--- src/rtl/sata_err_pkg.sv ---
package sata_err_pkg;
  localparam int REG_W = 32;

  localparam int B_REC_INTEG  = 0;
  localparam int B_REC_COMM   = 1;
  localparam int B_TRN_INTEG  = 8;
  localparam int B_PERS_COMM  = 9;
  localparam int B_PROTO      = 10;
  localparam int B_INTERNAL   = 11;
  localparam int B_DIAG_HS    = 16;
  localparam int B_DIAG_CRC   = 17;

  localparam logic [REG_W-1:0] IMPL_MASK =
      (REG_W'(1) << B_REC_INTEG) | (REG_W'(1) << B_REC_COMM) |
      (REG_W'(1) << B_TRN_INTEG) | (REG_W'(1) << B_PERS_COMM) |
      (REG_W'(1) << B_PROTO)     | (REG_W'(1) << B_INTERNAL) |
      (REG_W'(1) << B_DIAG_HS)   | (REG_W'(1) << B_DIAG_CRC);

  typedef enum logic [1:0] {
    PM_ACTIVE  = 2'd0,
    PM_PARTIAL = 2'd1,
    PM_SLUMBER = 2'd2,
    PM_NONE    = 2'd3
  } pm_state_t;
endpackage

--- src/rtl/sata_err_pm_filter.sv ---
module sata_err_pm_filter
  import sata_err_pkg::*;
#(
  parameter int PM_WIN = 16
) (
  input  logic       clk,
  input  logic       rst_n,
  input  logic       phy_rdy,
  input  logic       pm_cmd,
  input  logic [1:0] pm_target,
  output logic       comm_lost,
  output logic       comm_regained
);
  localparam int CNT_W = $clog2(PM_WIN + 1);

  pm_state_t        cur_st;
  logic [CNT_W-1:0] win_cnt;
  logic             win_entry;
  logic             rdy_q;
  logic             seen_rise;

  logic in_win, fall, rise, tgt_ok, go_low, go_active;

  always_comb begin
    in_win    = (win_cnt != '0);
    fall      = rdy_q & ~phy_rdy;
    rise      = ~rdy_q & phy_rdy;
    tgt_ok    = (pm_target != PM_NONE);
    go_low    = pm_cmd && tgt_ok && (cur_st == PM_ACTIVE) &&
                (pm_target != PM_ACTIVE);
    go_active = pm_cmd && tgt_ok && (cur_st != PM_ACTIVE) &&
                (pm_target == PM_ACTIVE);
    comm_lost     = fall & ~(in_win & win_entry);
    comm_regained = rise & seen_rise & ~(in_win & ~win_entry);
  end

  always_ff @(posedge clk) begin
    if (!rst_n) begin
      cur_st    <= PM_ACTIVE;
      win_cnt   <= '0;
      win_entry <= 1'b0;
      rdy_q     <= 1'b0;
      seen_rise <= 1'b0;
    end else begin
      rdy_q     <= phy_rdy;
      seen_rise <= seen_rise | rise;
      if (pm_cmd && tgt_ok) cur_st <= pm_state_t'(pm_target);
      if (go_low || go_active) begin
        win_cnt   <= CNT_W'(PM_WIN);
        win_entry <= go_low;
      end else if (in_win) begin
        win_cnt <= win_cnt - CNT_W'(1);
      end
    end
  end
endmodule

--- src/rtl/sata_err_classify.sv ---
module sata_err_classify
  import sata_err_pkg::*;
(
  input  logic             bus_err_mst,
  input  logic             bus_err_slv,
  input  logic             xport_state_err,
  input  logic             link_seq_err,
  input  logic             rx_fifo_ovf,
  input  logic             link_bad_end,
  input  logic             crc_err,
  input  logic             hshake_err,
  input  logic             comm_lost,
  input  logic             comm_regained,
  input  logic             frame_busy,
  input  logic             frame_is_data,
  output logic [REG_W-1:0] set_vec
);
  logic proto, fault;

  always_comb begin
    proto = xport_state_err | link_seq_err | rx_fifo_ovf | link_bad_end;
    fault = proto | crc_err | hshake_err | comm_lost;
    set_vec = '0;
    set_vec[B_INTERNAL]  = bus_err_mst | bus_err_slv;
    set_vec[B_PROTO]     = proto;
    set_vec[B_PERS_COMM] = comm_lost;
    set_vec[B_REC_COMM]  = comm_regained;
    set_vec[B_TRN_INTEG] = fault & frame_busy & frame_is_data;
    set_vec[B_REC_INTEG] = fault & frame_busy & ~frame_is_data;
    set_vec[B_DIAG_CRC]  = crc_err;
    set_vec[B_DIAG_HS]   = hshake_err;
  end
endmodule

--- src/rtl/sata_err_sticky.sv ---
module sata_err_sticky #(
  parameter int            W    = 32,
  parameter logic [W-1:0]  MASK = '1
) (
  input  logic         clk,
  input  logic         rst_n,
  input  logic [W-1:0] set_vec,
  input  logic         wr_en,
  input  logic [W-1:0] wr_data,
  output logic [W-1:0] q
);
  logic [W-1:0] clr;

  always_comb clr = wr_en ? wr_data : '0;

  always_ff @(posedge clk) begin
    if (!rst_n) q <= '0;
    else        q <= (set_vec | (q & ~clr)) & MASK;
  end
endmodule

--- src/rtl/sata_err_status.sv ---
module sata_err_status
  import sata_err_pkg::*;
#(
  parameter int PM_WIN = 16
) (
  input  logic        clk,
  input  logic        rst_n,
  input  logic        bus_err_mst,
  input  logic        bus_err_slv,
  input  logic        xport_state_err,
  input  logic        link_seq_err,
  input  logic        rx_fifo_ovf,
  input  logic        link_bad_end,
  input  logic        crc_err,
  input  logic        hshake_err,
  input  logic        phy_rdy,
  input  logic        pm_cmd,
  input  logic [1:0]  pm_target,
  input  logic        frame_busy,
  input  logic        frame_is_data,
  input  logic        wr_en,
  input  logic [31:0] wr_data,
  output logic [31:0] rd_data
);
  logic             comm_lost, comm_regained;
  logic [REG_W-1:0] set_vec;

  sata_err_pm_filter #(.PM_WIN(PM_WIN)) u_pm (
    .clk(clk), .rst_n(rst_n), .phy_rdy(phy_rdy), .pm_cmd(pm_cmd),
    .pm_target(pm_target), .comm_lost(comm_lost),
    .comm_regained(comm_regained)
  );

  sata_err_classify u_cls (
    .bus_err_mst(bus_err_mst), .bus_err_slv(bus_err_slv),
    .xport_state_err(xport_state_err), .link_seq_err(link_seq_err),
    .rx_fifo_ovf(rx_fifo_ovf), .link_bad_end(link_bad_end),
    .crc_err(crc_err), .hshake_err(hshake_err),
    .comm_lost(comm_lost), .comm_regained(comm_regained),
    .frame_busy(frame_busy), .frame_is_data(frame_is_data),
    .set_vec(set_vec)
  );

  sata_err_sticky #(.W(REG_W), .MASK(IMPL_MASK)) u_reg (
    .clk(clk), .rst_n(rst_n), .set_vec(set_vec), .wr_en(wr_en),
    .wr_data(wr_data), .q(rd_data)
  );
endmodule

--- config.mk ---
export PLATFORM = sky130hd
export DESIGN_NAME = sata_err_status
export DESIGN_NICKNAME = d
export VERILOG_FILES = /design/src/rtl/sata_err_pkg.sv /design/src/rtl/sata_err_pm_filter.sv /design/src/rtl/sata_err_classify.sv /design/src/rtl/sata_err_sticky.sv /design/src/rtl/sata_err_status.sv
export SDC_FILE = /design/constraint.sdc
export NUM_CORES = 1
export LEC_CHECK = 0
export BUFFER_PORTS_ARGS = -buffer_cell sky130_fd_sc_hd__buf_2
export CAP_MARGIN = 20
export CELL_PAD_IN_SITES_DETAIL_PLACEMENT = 1
export CELL_PAD_IN_SITES_GLOBAL_PLACEMENT = 1
export CORE_MARGIN = 2
export CORE_UTILIZATION = 30
export CTS_CLUSTER_DIAMETER = 150
export DETAILED_ROUTE_END_ITERATION = 10
export GPL_ROUTABILITY_DRIVEN = 0
export HOLD_SLACK_MARGIN = 0.1
export MAX_ROUTING_LAYER = met4
export PLACE_DENSITY = 0.88
export SYNTH_ARGS = -nofsm -noshare
export SYNTH_HDL_FRONTEND = slang
export SYNTH_HIERARCHICAL = 1
export SYNTH_SLANG_ARGS = --single-unit
export TNS_END_PERCENT = 30
--- constraint.sdc ---
create_clock -name clk -period 6.1 [get_ports clk]
set_clock_uncertainty 0.2 [all_clocks]
set_input_delay 0.915 -clock clk [delete_from_list [all_inputs] [get_ports clk]]
set_output_delay 0.915 -clock clk [all_outputs]
set_load 0.02 [all_outputs]
Word level (Yosys, flattened, before mapping)
Index checks and enable logic that the tools add are counted.
{"block": "totals", "reg_bits": 18, "inputBits": 49, "out_inout_bits": 32, "word_cells": 53}
{"block": "classes", "add_sub_neg": 1, "eq_ne": 1, "mux": 3, "bitwise": 28, "n_reduce_logical": 13}
{"op": "$and A18 B18 Y18", "n": 1}
{"op": "$mux W18", "n": 1}
{"op": "$not A18 Y18", "n": 1}
{"op": "$or A18 B18 Y18", "n": 1}
{"op": "$and A1 B1 Y1", "n": 10}
{"op": "$mux W5", "n": 2}
{"op": "$or A1 B1 Y1", "n": 8}
{"op": "$not A1 Y1", "n": 7}
{"op": "$reduce_bool A2 Y1", "n": 3}
{"op": "$logic_and A1 B1 Y1", "n": 5}
{"op": "$reduce_bool A5 Y1", "n": 1}
{"op": "$sub A5 B1 Y5 const B", "n": 1}
{"op": "$logic_not A2 Y1", "n": 2}
{"op": "$ne A2 B2 Y1 const B", "n": 1}
{"op": "$reduce_or A2 Y1", "n": 1}
{"op": "$logic_or A1 B1 Y1", "n": 1}

Logic depth before layout (Yosys ltp)
{"block": "depth", "word_depth": 9, "ltp_mapped": 9, "depth_no_buf": 8}

Hierarchy
Netlist, hierarchy kept.
{"module": "sata_err_sticky", "instances": 1, "cells_each": 58, "area_each_um2": 469.2, "seq_area_each_um2": 160.2}
{"module": "sata_err_pm_filter", "instances": 1, "cells_each": 50, "area_each_um2": 456.7, "seq_area_each_um2": 200.2}
{"module": "sata_err_classify", "instances": 1, "cells_each": 38, "area_each_um2": 269.0, "seq_area_each_um2": 0.0}

Least setup slack after synthesis
No wires, ideal clock.
{"block": "synth_path", "path_kind": "input to register", "startpoint": "input port pm_target[1]", "endpoint": "register u_pm.win_cnt[1]", "setup_time_ns": 0.103, "arrival_time_ns": 1.701, "required_time_ns": 5.797, "path_slack_ns": 4.096, "stages": 3, "n_path_buf": 0, "path_cell_list": "xor2_1 -> o311a_1 -> a2111oi_2"}
{"block": "synth_between", "elab_chain_cells": 6, "elab_cells_between_ends": 10, "classes_between": "eq/ne: 1; reduce/logical: 9"}
{"item": "start, declared", "line_no": "sata_err_status.sv:18", "rtl": "input logic [1:0] pm_target,"}
{"item": "$ne A2 B2 Y1", "line_no": "sata_err_pm_filter.sv:28", "rtl": "tgt_ok = (pm_target != PM_NONE);"}
{"item": "$logic_and A1 B1 Y1", "line_no": "sata_err_pm_filter.sv:29, sata_err_pm_filter.sv:31"}
{"item": "$logic_and A1 B1 Y1, on equally long branches (2 in a row)", "line_no": "sata_err_pm_filter.sv:29, sata_err_pm_filter.sv:31"}
{"item": "$logic_or A1 B1 Y1 *", "line_no": "sata_err_pm_filter.sv:48", "rtl": "if (go_low || go_active) begin"}
{"item": "$reduce_or A2 Y1 (no line) *"}
{"item": "end signal, assigned", "line_no": "sata_err_pm_filter.sv:49", "rtl": "win_cnt <= CNT_W'(PM_WIN);"}
{"item": "end signal, assigned", "line_no": "sata_err_pm_filter.sv:52", "rtl": "win_cnt <= win_cnt - CNT_W'(1);"}
{"item": "end, declared", "line_no": "sata_err_pm_filter.sv:17", "rtl": "logic [CNT_W-1:0] win_cnt;"}
Every way passes the cells marked *; elsewhere a longest branch is shown, timed or not.
A chain may end at the register's enable or synchronous reset.

Worst setup path after layout
{"block": "layout_path", "startpoint": "register u_pm.win_cnt[0]", "endpoint": "register u_reg.q[8]"}
{"block": "layout_between", "elab_chain_cells": 8}
{"item": "$reduce_bool A5 Y1", "line_no": "sata_err_pm_filter.sv:25", "rtl": "in_win = (win_cnt != '0);"}
{"item": "$and A1 B1 Y1", "line_no": "sata_err_pm_filter.sv:33", "rtl": "comm_lost = fall & ~(in_win & win_entry);"}
{"item": "$not A1 Y1", "line_no": "sata_err_pm_filter.sv:33"}
{"item": "$and A1 B1 Y1", "line_no": "sata_err_pm_filter.sv:33"}
{"item": "via comm_lost", "line_no": "sata_err_status.sv:25", "rtl": "logic comm_lost, comm_regained;"}
{"item": "$or A1 B1 Y1", "line_no": "sata_err_classify.sv:22", "rtl": "fault = proto | crc_err | hshake_err | comm_lost;"}
{"item": "$and A1 B1 Y1 (2 in a row)", "line_no": "sata_err_classify.sv:28", "rtl": "set_vec[B_TRN_INTEG] = fault & frame_busy & frame_is_data;"}
{"item": "via set_vec[8]", "line_no": "sata_err_status.sv:26", "rtl": "logic [REG_W-1:0] set_vec;"}
{"item": "$or A18 B18 Y18", "line_no": "sata_err_sticky.sv:18", "rtl": "else q <= (set_vec | (q & ~clr)) & MASK;"}
{"item": "end signal, assigned", "line_no": "sata_err_sticky.sv:18"}
{"item": "end, declared", "line_no": "sata_err_sticky.sv:10", "rtl": "output logic [W-1:0] q"}
The timed path passes the listed nets, and every way through them passes these cells.

==> results.yml <==
route:
  antenna_left: 0
  drt-initial-drc-count: 12
  wl_mm: 1.938
  wl_per_cell_um: 9.938
  drcViolationCount: 0
  viasPerCell: 4.277
  num_vias: 834
  dr.pass1.iters: 4
yosys:
  avgSynthCellArea_um2: 8.355
  synthesis.area_mm2: 0.001011
  syn_inst: 121
  yosys_warnings: 6
clock_tree:
  cts_tree: "yes"
  hold_buffers: 0
  path_clk_slew_ps: 100
  cts_sinks: 18
  clockBufferDepth: 2
  ctsResizeCount: 0
  clk_latency_ps: 290
  htreeDepth: 1
  cts_setup_buffers: 0
  root_buffer: "clkbuf_4"
  cts_buffers: 3
global_routing:
  grt.overflow.total: 0
  antenna_found_initial: 0
  track_usage_pct: 11.10
  grt_max_degree: 12
  grt_pass1_vias: 789
  grt_pass1_wl_mm: 3.111
layout:
  n_fill_cell: 437
  area_delta_synth_final_pct: 11.14
  drive_above_1_share_pct: 26.17
  nets: 200
  n_antenna_cell: 0
timing:
  fin_crit_ps: 2243
  finalSetupTns_ps: 0
  fmax_ghz: 0.4459
  setup_violations: 0
  drv_slew: 0
  final_hold_viol_count: 0
  rsz0062_at_grt: "no"
  post-route-period-util_pct: 36.76
  holdWs_ps: 288.3
worst_setup_path:
  path_cells: "inv_1 > ha_1 > or4b_1 > a21oi_1 > nor3_1 > a21oi_1 > o21ai_0 > a31oi_1"
  critPathLaunchType: "register"
  endpoint_kind: "register"
  path_delay_family: "compound AO/OA/AOI/OAI gates"
  cp.required_ps: 6130
  worstSetupPathType: "reg -> reg"
  crit_top_cell: "a21oi_1"
  crit_path_max_fanout: 5
  critical_path_buf_inv_count: 1
  cp_slowest_cell: "or4b_1"
  cp_slowest_stage_delay_ps: 570
  cp.arrival_ps: 2270
pwr:
  ir_worst_vdd_mv: 0.08215
  p_per_area_mw_per_mm2: 294.8
  p_leak_uw: 0.0005532
placement:
  io_buffers: 32
  hpwl_mm: 1.572
die:
  start_util_pct: 30.78
  ios: 81
  core-area_mm2: 0.003284
  rows: 21
  die_x_um: 62.05
  die_y_um: 62.05
  dieArea_mm2: 0.003850
flow_run:
  max-cap-violations: 0
run_status:
  status: "completed"
hold_path:
  min_path_type: "reg -> reg"
==> power by group <==
group / switching, uW / internal, uW
sequential: 13.0 / 134
clock: 36.8 / 36.3
combinational: 64.5 / 46.2
==> area by class of cell <==
type | instances | area (um2) | share of cell area, %
timing repair buffer | 32 | 160.2 | 14.25
multi-input combinational | 81 | 456.7 | 40.65
tap | 46 | 57.56 | 5.122
sequential | 18 | 360.3 | 32.07
clock buffer | 4 | 36.28 | 3.229
inverter | 14 | 52.55 | 4.677
==> per-layer routing <==
metal | vias to the layer above | track usage, % | part of all wire [%]
met2 | 33 | 18.90 | 48
met4 | 0 | 3.647 | 0.36
li1 | 410 | - | -
met1 | 389 | 12.45 | 45
met3 | 2 | 3.106 | 6.8
met5 | - | - | 0
==> registers in the layout (all words and copies together) (netlist names) <==
register and cells:
u_pm/win_entry 1, u_pm/rdy_q 1, u_pm/win_cnt 5, u_pm/cur_st 2, u_pm/seen_rise 1, u_reg/q 8
==> worst register-to-register path, cell delays in order, from the launching register on <==
cell and delay, ps:
dfxtp_1 350, inv_1 60, ha_1 190, or4b_1 570, a21oi_1 310, nor3_1 100, a21oi_1 180, o21ai_0 90
a31oi_1 130
==> metrics by stage <==
step	setup WS (ps)	cell area (um2)	utilization [%]	total power, uW	cells
after global routing	3658	1124	34.21	357.5	195
after CTS	3820	1124	34.21	336.4	195
after detailed placement	3859	1087	33.10	261.4	191
after floorplan	4096	1097	-	252.4	144
final	3857	1124	34.21	331.2	195
after global placement	3871	1087	33.10	258.5	191
==> layout by cell type, fill, tap and decap left out, drive strengths merged, types with 2 or more instances in the layout <==
cell type	instances
a211oi	3
a21oi	5
a31oi	8
buf	32
clkbuf	4
conb	24
dfxtp	18
inv	14
nand2b	2
nor2	5
nor2b	2
nor3	5
nor4	3
o21ai	9
xnor2	3
==> worst paths after layout <==
check	start	to	slack, ps	cells after the start
hold / removal	u_pm/seen_rise	u_pm/seen_rise	290	2
hold reg to reg	u_pm/seen_rise	u_pm/seen_rise	290	2
setup reg to reg	u_pm/win_cnt[0]	u_reg/q[8]	3860	8
setup / recovery	u_pm/win_cnt[0]	u_reg/q[8]	3860	8
Note: power is estimated with default switching activity, not from simulation.
